File: src/rtl/rto_irq_pkg.sv
package rto_irq_pkg;
  localparam int NUM_EVT = 3;
  localparam int EVT_RTO = 0;
  localparam int EVT_RX  = 1;
  localparam int EVT_TX  = 2;
  localparam int IDX_W   = 8;

  localparam int REG_CFG   = 0;
  localparam int REG_IMASK = 1;
  localparam int REG_DMARX = 2;
  localparam int REG_DMATX = 3;
  localparam int REG_RAW   = 4;
  localparam int REG_INDEX = 5;
  localparam int REG_CLEAR = 6;

  typedef struct packed {
    logic [NUM_EVT-1:0] w1cClr;
    logic [NUM_EVT-1:0] idxClr;
  } ctrlStrobes_t;

  function automatic logic [IDX_W-1:0] evtCode(input int evt);
    case (evt)
      EVT_RTO: evtCode = 8'h01;
      EVT_RX:  evtCode = 8'h0B;
      EVT_TX:  evtCode = 8'h0C;
      default: evtCode = 8'h00;
    endcase
  endfunction
endpackage

File: src/rtl/rto_idle_timer.sv
module rto_idle_timer #(
  parameter int TO_W = 4
) (
  input  logic            clk,
  input  logic            rstN,
  input  logic            fifoNotEmpty,
  input  logic            rxChar,
  input  logic            fifoRead,
  input  logic            bitTick,
  input  logic [TO_W-1:0] toSel,
  output logic            firePulse
);
  logic [TO_W-1:0] idleCnt;
  logic            armed;
  logic            restart;
  logic            countEn;
  logic            atLimit;

  assign restart = rxChar | fifoRead;
  assign countEn = fifoNotEmpty && !restart && bitTick && armed && (toSel != '0);
  assign atLimit = (idleCnt == TO_W'(toSel - 1'b1));
  assign firePulse = countEn && atLimit;

  always_ff @(posedge clk or negedge rstN) begin
    if (!rstN) begin
      idleCnt <= '0;
      armed   <= 1'b1;
    end else if (restart) begin
      idleCnt <= '0;
      armed   <= 1'b1;
    end else if (!fifoNotEmpty) begin
      idleCnt <= '0;
    end else if (countEn) begin
      if (atLimit) begin
        idleCnt <= '0;
        armed   <= 1'b0;
      end else begin
        idleCnt <= idleCnt + 1'b1;
      end
    end
  end


  restart_zero_chk: assert property (@(posedge clk) disable iff (!rstN)
    restart |=> (idleCnt == '0));


  once_per_idle_chk: assert property (@(posedge clk) disable iff (!rstN)
    (firePulse && !restart) |=> !firePulse);
endmodule

File: src/rtl/rto_irq_datapath.sv
module rto_irq_datapath
  import rto_irq_pkg::*;
#(
  parameter int TO_W = 4
) (
  input  logic               clk,
  input  logic               rstN,
  input  logic               fifoNotEmpty,
  input  logic               rxChar,
  input  logic               fifoRead,
  input  logic               bitTick,
  input  logic               rxEvt,
  input  logic               txEvt,
  input  logic [TO_W-1:0]    toSel,
  input  logic [NUM_EVT-1:0] dmaRxMask,
  input  logic [NUM_EVT-1:0] dmaTxMask,
  input  ctrlStrobes_t       strobes,
  output logic [NUM_EVT-1:0] rawFlags,
  output logic               dmaRxTrig,
  output logic               dmaTxTrig
);
  logic               rtoFire;
  logic [NUM_EVT-1:0] setVec;
  logic [NUM_EVT-1:0] clrVec;

  rto_idle_timer #(.TO_W(TO_W)) u_timer (
    .clk          (clk),
    .rstN         (rstN),
    .fifoNotEmpty (fifoNotEmpty),
    .rxChar       (rxChar),
    .fifoRead     (fifoRead),
    .bitTick      (bitTick),
    .toSel        (toSel),
    .firePulse    (rtoFire)
  );

  always_comb begin
    setVec          = '0;
    setVec[EVT_RTO] = rtoFire;
    setVec[EVT_RX]  = rxEvt;
    setVec[EVT_TX]  = txEvt;
  end

  for (genvar i = 0; i < NUM_EVT; i++) begin : g_flag
    if (i == EVT_RTO) begin : g_rto
      assign clrVec[i] = strobes.w1cClr[i] | strobes.idxClr[i] | ~fifoNotEmpty;
    end else begin : g_other
      assign clrVec[i] = strobes.w1cClr[i] | strobes.idxClr[i];
    end

    always_ff @(posedge clk or negedge rstN) begin
      if (!rstN)          rawFlags[i] <= 1'b0;
      else if (setVec[i]) rawFlags[i] <= 1'b1;
      else if (clrVec[i]) rawFlags[i] <= 1'b0;
    end
  end

  always_ff @(posedge clk or negedge rstN) begin
    if (!rstN) begin
      dmaRxTrig <= 1'b0;
      dmaTxTrig <= 1'b0;
    end else begin
      dmaRxTrig <= |(setVec & dmaRxMask);
      dmaTxTrig <= |(setVec & dmaTxMask);
    end
  end


  empty_clears_chk: assert property (@(posedge clk) disable iff (!rstN)
    !fifoNotEmpty |=> !rawFlags[EVT_RTO]);


  rto_needs_data_chk: assert property (@(posedge clk) disable iff (!rstN)
    $rose(rawFlags[EVT_RTO]) |-> $past(fifoNotEmpty));


  dma_rx_gate_chk: assert property (@(posedge clk) disable iff (!rstN)
    dmaRxTrig |-> $past(dmaRxMask != '0));
endmodule

File: src/rtl/rto_irq_control.sv
module rto_irq_control
  import rto_irq_pkg::*;
#(
  parameter int ADDR_W = 4,
  parameter int DATA_W = 32,
  parameter int TO_W   = 4
) (
  input  logic               clk,
  input  logic               rstN,
  input  logic [ADDR_W-1:0]  busAddr,
  input  logic               busWe,
  input  logic [DATA_W-1:0]  busWdata,
  input  logic               busRe,
  input  logic [NUM_EVT-1:0] rawFlags,
  output logic [DATA_W-1:0]  busRdata,
  output logic [TO_W-1:0]    toSel,
  output logic [NUM_EVT-1:0] irqMask,
  output logic [NUM_EVT-1:0] dmaRxMask,
  output logic [NUM_EVT-1:0] dmaTxMask,
  output ctrlStrobes_t       strobes
);
  logic [NUM_EVT-1:0] pendMasked;
  logic [NUM_EVT-1:0] idxOneHot;
  logic [IDX_W-1:0]   idxCode;
  logic               rdIndex;
  logic               wrClear;
  logic               unusedWdata;

  assign unusedWdata = ^busWdata;
  assign pendMasked  = rawFlags & irqMask;
  assign rdIndex     = busRe && (busAddr == ADDR_W'(REG_INDEX));
  assign wrClear     = busWe && (busAddr == ADDR_W'(REG_CLEAR));

  always_comb begin
    idxOneHot = '0;
    idxCode   = '0;
    for (int i = NUM_EVT - 1; i >= 0; i--) begin
      if (pendMasked[i]) begin
        idxOneHot    = '0;
        idxOneHot[i] = 1'b1;
        idxCode      = evtCode(i);
      end
    end
  end

  assign strobes.idxClr = rdIndex ? idxOneHot : '0;
  assign strobes.w1cClr = wrClear ? busWdata[NUM_EVT-1:0] : '0;

  always_ff @(posedge clk or negedge rstN) begin
    if (!rstN) begin
      toSel     <= '0;
      irqMask   <= '0;
      dmaRxMask <= '0;
      dmaTxMask <= '0;
    end else if (busWe) begin
      case (busAddr)
        ADDR_W'(REG_CFG):   toSel     <= busWdata[TO_W-1:0];
        ADDR_W'(REG_IMASK): irqMask   <= busWdata[NUM_EVT-1:0];
        ADDR_W'(REG_DMARX): dmaRxMask <= busWdata[NUM_EVT-1:0];
        ADDR_W'(REG_DMATX): dmaTxMask <= busWdata[NUM_EVT-1:0];
        default: ;
      endcase
    end
  end

  always_ff @(posedge clk or negedge rstN) begin
    if (!rstN) begin
      busRdata <= '0;
    end else if (busRe) begin
      case (busAddr)
        ADDR_W'(REG_CFG):   busRdata <= DATA_W'(toSel);
        ADDR_W'(REG_IMASK): busRdata <= DATA_W'(irqMask);
        ADDR_W'(REG_DMARX): busRdata <= DATA_W'(dmaRxMask);
        ADDR_W'(REG_DMATX): busRdata <= DATA_W'(dmaTxMask);
        ADDR_W'(REG_RAW):   busRdata <= DATA_W'(rawFlags);
        ADDR_W'(REG_INDEX): busRdata <= DATA_W'(idxCode);
        default:            busRdata <= '0;
      endcase
    end
  end


  index_clear_single_chk: assert property (@(posedge clk) disable iff (!rstN)
    $onehot0(strobes.idxClr));


  index_clear_pending_chk: assert property (@(posedge clk) disable iff (!rstN)
    (strobes.idxClr != '0) |-> ((strobes.idxClr & rawFlags & irqMask) == strobes.idxClr));
endmodule

File: src/rtl/rx_timeout_irq_ctrl.sv
module rx_timeout_irq_ctrl
  import rto_irq_pkg::*;
#(
  parameter int ADDR_W = 4,
  parameter int DATA_W = 32,
  parameter int TO_W   = 4
) (
  input  logic              clk,
  input  logic              rstN,
  input  logic              fifoNotEmpty,
  input  logic              rxChar,
  input  logic              fifoRead,
  input  logic              bitTick,
  input  logic              rxEvt,
  input  logic              txEvt,
  input  logic [ADDR_W-1:0] busAddr,
  input  logic              busWe,
  input  logic [DATA_W-1:0] busWdata,
  input  logic              busRe,
  output logic [DATA_W-1:0] busRdata,
  output logic              irqOut,
  output logic              dmaRxTrig,
  output logic              dmaTxTrig
);
  logic [TO_W-1:0]    toSel;
  logic [NUM_EVT-1:0] irqMask;
  logic [NUM_EVT-1:0] dmaRxMask;
  logic [NUM_EVT-1:0] dmaTxMask;
  logic [NUM_EVT-1:0] rawFlags;
  ctrlStrobes_t       strobes;

  rto_irq_control #(.ADDR_W(ADDR_W), .DATA_W(DATA_W), .TO_W(TO_W)) u_ctrl (
    .clk       (clk),
    .rstN      (rstN),
    .busAddr   (busAddr),
    .busWe     (busWe),
    .busWdata  (busWdata),
    .busRe     (busRe),
    .rawFlags  (rawFlags),
    .busRdata  (busRdata),
    .toSel     (toSel),
    .irqMask   (irqMask),
    .dmaRxMask (dmaRxMask),
    .dmaTxMask (dmaTxMask),
    .strobes   (strobes)
  );

  rto_irq_datapath #(.TO_W(TO_W)) u_dp (
    .clk          (clk),
    .rstN         (rstN),
    .fifoNotEmpty (fifoNotEmpty),
    .rxChar       (rxChar),
    .fifoRead     (fifoRead),
    .bitTick      (bitTick),
    .rxEvt        (rxEvt),
    .txEvt        (txEvt),
    .toSel        (toSel),
    .dmaRxMask    (dmaRxMask),
    .dmaTxMask    (dmaTxMask),
    .strobes      (strobes),
    .rawFlags     (rawFlags),
    .dmaRxTrig    (dmaRxTrig),
    .dmaTxTrig    (dmaTxTrig)
  );

  assign irqOut = |(rawFlags & irqMask);


  irq_needs_flag_chk: assert property (@(posedge clk) disable iff (!rstN)
    (rawFlags == '0) |-> !irqOut);
endmodule

File: config.mk
export PLATFORM = sky130hd
export DESIGN_NAME = rx_timeout_irq_ctrl
export DESIGN_NICKNAME = d
export VERILOG_FILES = /design/src/rtl/rto_irq_pkg.sv /design/src/rtl/rto_idle_timer.sv /design/src/rtl/rto_irq_datapath.sv /design/src/rtl/rto_irq_control.sv /design/src/rtl/rx_timeout_irq_ctrl.sv
export SDC_FILE = /design/constraint.sdc
export NUM_CORES = 1
export LEC_CHECK = 0
export ABC_AREA = 1
export CORE_ASPECT_RATIO = 1.5
export CORE_MARGIN = 3
export CORE_UTILIZATION = 43
export DETAILED_ROUTE_END_ITERATION = 10
export MAX_ROUTING_LAYER = met4
export PLACE_DENSITY = 0.78
export SYNTH_ARGS = -nofsm -noshare
export SYNTH_HDL_FRONTEND = slang
export SYNTH_HIERARCHICAL = 1
export SYNTH_SLANG_ARGS = --single-unit
File: constraint.sdc
create_clock -name clk -period 1.67 [get_ports clk]
set_input_delay 0.2505 -clock clk [delete_from_list [all_inputs] [get_ports clk]]
set_output_delay 0.2505 -clock clk [all_outputs]
set_load 0.01 [all_outputs]
==> impl_metrics.env <==
export IMPL_grt_usage_pct=16.7
export IMPL_vias_per_cell=4.73
export IMPL_nNetsFinal=359
export IMPL_vias=1674
export IMPL_power_density_nw_per_um2=787
export IMPL_ys_seq_elements=27
export IMPL_ir_drop_v=0.000591
export IMPL_dp_cells=349
export IMPL_avgSynthCellArea_um2=6.85
export IMPL_cp_max_fo=4
export IMPL_die_w_um=59.9
export IMPL_io_pins=81
export IMPL_max_freq_mhz=654
export IMPL_hold_viol_final=0
export IMPL_met2_length_um=2080
export IMPL_grt_pass1_vias=1509
export IMPL_htree_levels=1
export IMPL_dp_hpwl_um=3160
export IMPL_seq_area_frac_synth_pct=36.1
export IMPL_synth_area_top_cells="dfrtp_1 35%, nand2_1 19%, buf_4 12%"
export IMPL_pre_cts_ws_ns=0.0384
export IMPL_clk_pin_slew_ns=0.10
export IMPL_fin_area_um2=2190
export IMPL_start_util_pct=46.2
export IMPL_cap_violations=0
export IMPL_r2r_slack_ns=0.14
export IMPL_drv_slew=0
export IMPL_crit_slowest_cell="dfrtp_1"
export IMPL_drt_drc_violations_left=0
export IMPL_dieHeight_um=86.9
export IMPL_rsz0062_at_grt="false"
export IMPL_clock_path_buffers=2
export IMPL_layout_setup_ws_ns=0.141
export IMPL_min_path_type="input pin to async pin"
export IMPL_drtIter0Drc=53
export IMPL_crit_type="flip-flop to flip-flop"
export IMPL_syn_area_um2=1880
export IMPL_cts_num_sinks=27
export IMPL_clk_latency_ns=0.28
export IMPL_period_share_pct=91.5
export IMPL_netlist_area_leader_share_pct=34.7
export IMPL_fillCellCount=411
export IMPL_max_stage_delay_ns=0.41
export IMPL_grt_pass1_wl_um=6530
export IMPL_drive_gt1_share_pct=11.3
export IMPL_worstPathArrival_ns=1.73
export IMPL_crit_chain="inv_2, ha_2, inv_1, nand2_1, nand4_1, nor2_1, nand3_1, inv_2, nand2_1, nand3_1"
export IMPL_yosysTopAreaCell="dfrtp_1"
export IMPL_dpl_cell_area_um2=2130
export IMPL_end_kind="flip-flop"
export IMPL_syn2layout_area_growth_pct=16.5
export IMPL_topRoutingLayerUsed="met4"
export IMPL_antenna_found_initial=0
export IMPL_fin_crit_ns=1.53
export IMPL_instances_no_fill=354
export IMPL_critPathLaunchType="flip-flop"
export IMPL_rows=28
export IMPL_wire_per_inst_um=11.2
export IMPL_synthCells=274
export IMPL_setup_viol_count_final=0
export IMPL_cts_made_buffers=3
export IMPL_p_leak_nw=1.21
export IMPL_r2r_cells=10
export IMPL_ys_types=19
export IMPL_antenna_cells=0
export IMPL_synth_warnings=6
export IMPL_grt_max_degree=28
export IMPL_portBuffers=24
export IMPL_rr_startpoint="u_ctrl/toSel[1]"
export IMPL_cts_tree="yes"
export IMPL_dr_pass1_iters=4
export IMPL_cts_root_buf="clkbuf_8"
export IMPL_drt_met1_wl_um=1590
export IMPL_ant_nets=0
export IMPL_fin_skew_ns=0.0112
export IMPL_grt_ovfl_total=0
export IMPL_required_ns=1.87
export IMPL_routed_wl_um=3960
export IMPL_place_gp_congestion=0.880
export IMPL_met3_length_um=224
export IMPL_reg2reg_to="u_dp/dmaRxTrig"
export IMPL_core_um2=4060
export IMPL_dieArea_um2=5210
export IMPL_fin_setup_tns_ns=0
export IMPL_status="complete, no violations"
==> stage by stage <==
step	power, W	hold slack (ns)	util [%]
finish	0.00172	0.333	53.8
global route	0.00185	0.368	53.8
CTS	0.00174	0.348	53.5
detailed placement	0.00136	0.474	52.4
global placement	0.00134	0.467	52.4
floorplan	0.00119	-0.0451	-
==> kinds of logic (layout without fill, tap and decap cells) <==
logic type / Yosys count / count (layout) / share of synthesized area [%]
compound gates: 13 / 13 / 3.47
xor+xnor: 2 / 2 / 0.934
fa+ha+maj: 3 / 3 / 2.00
buf+inv: 61 / 69 / 18.0
flops: 27 / 27 / 36.1
other cells: 1 / 28 / 0.200
simple gates: 167 / 167 / 39.3
==> cell usage after synthesis <==
cell	count
o21ai_1	13
ha_1	3
nor2_4	2
buf_4	29
nand4_1	1
inv_1	28
nand3_1	28
dfstp_2	1
xor2_1	2
nor3_4	1
inv_2	4
nand2_1	97
nand2_2	3
nor2_2	4
nand3_2	4
nor3_1	3
conb_1	1
dfrtp_1	26
nor2_1	24
==> cell type report <==
class                   instances  area [µm²]  share of cell area (%)
multi-input cells             213         966                    44.2
inverters                      32         120                    5.49
well taps                      45        56.3                    2.57
repair buffers                 33         323                    14.8
flip-flops and latches         27         677                    30.9
clock buffers                   4        45.0                    2.06
==> worst max-delay path by stage <==
stage                     start               end  slack (ns)  cells after the start
2_1_floorplan   u_ctrl/toSel[0]    u_dp/dmaTxTrig        0.30                      9
3_3_place_gp         busAddr[1]  u_dp/rawFlags[0]        0.05                      8
3_5_place_dp         busAddr[2]  u_dp/rawFlags[1]        0.04                      8
4_1_cts        u_dp/rawFlags[1]            irqOut        0.01                      3
5_1_grt         u_ctrl/toSel[1]    u_dp/dmaRxTrig       0.007                     10
6_report        u_ctrl/toSel[1]    u_dp/dmaRxTrig        0.14                     10
==> state kept, by name (all words and copies together) (netlist names) <==
register,flops
u_ctrl/dmaRxMask,3
u_ctrl/busRdata,4
u_dp/u_timer/armed,1
u_dp/rawFlags,3
u_dp/dmaRxTrig,1
u_dp/u_timer/idleCnt,4
u_ctrl/dmaTxMask,3
u_ctrl/toSel,4
u_dp/dmaTxTrig,1
u_ctrl/irqMask,3
==> routing by layer <==
layer | GRT usage, % | up-vias
met3 | 1.48 | 7
met4 | 6.85 | 0
met1 | 19.5 | 750
met5 | - | -
met2 | 28.6 | 57
li1 | - | 860
==> worst max-delay path, delay by kind of cell, from the launching register on <==
kind                       cells  cell delay, ns
DFF                            1            0.41
and+or+nand+nor                6            0.51
buffers and inverters          3            0.22
adders and majority gates      1            0.33
==> power by group <==
group	internal (W)	switching [W]
Combinational	0.000226	0.000308
Clock	0.000171	0.000203
Sequential	0.000738	0.0000752
Total	0.00114	0.000586
==> timing repair <==
action                     4_1_cts  5_1_grt
setup endpoints to repair        0        4
gates resized for setup          0        5
setup buffers                    0        1
hold buffers                     0        0
==> cell usage in the layout (no fill, tap or decap) <==
cell | synthesis | final
buf_12 | 0 | 1
buf_4 | 29 | 8
clkbuf_1 | 0 | 1
clkbuf_8 | 0 | 3
clkdlybuf4s50_1 | 0 | 23
conb_1 | 1 | 28
dfrtp_1 | 26 | 26
dfstp_2 | 1 | 1
dlymetal6s2s_1 | 0 | 1
ha_1 | 3 | 2
ha_2 | 0 | 1
inv_1 | 28 | 25
inv_2 | 4 | 7
nand2_1 | 97 | 97
nand2_2 | 3 | 3
nand3_1 | 28 | 28
nand3_2 | 4 | 4
nand4_1 | 1 | 1
nor2_1 | 24 | 24
nor2_2 | 4 | 4
nor2_4 | 2 | 2
nor3_1 | 3 | 3
nor3_4 | 1 | 1
o21ai_1 | 13 | 13
xor2_1 | 2 | 2
Power figures use the tool's default switching activity.
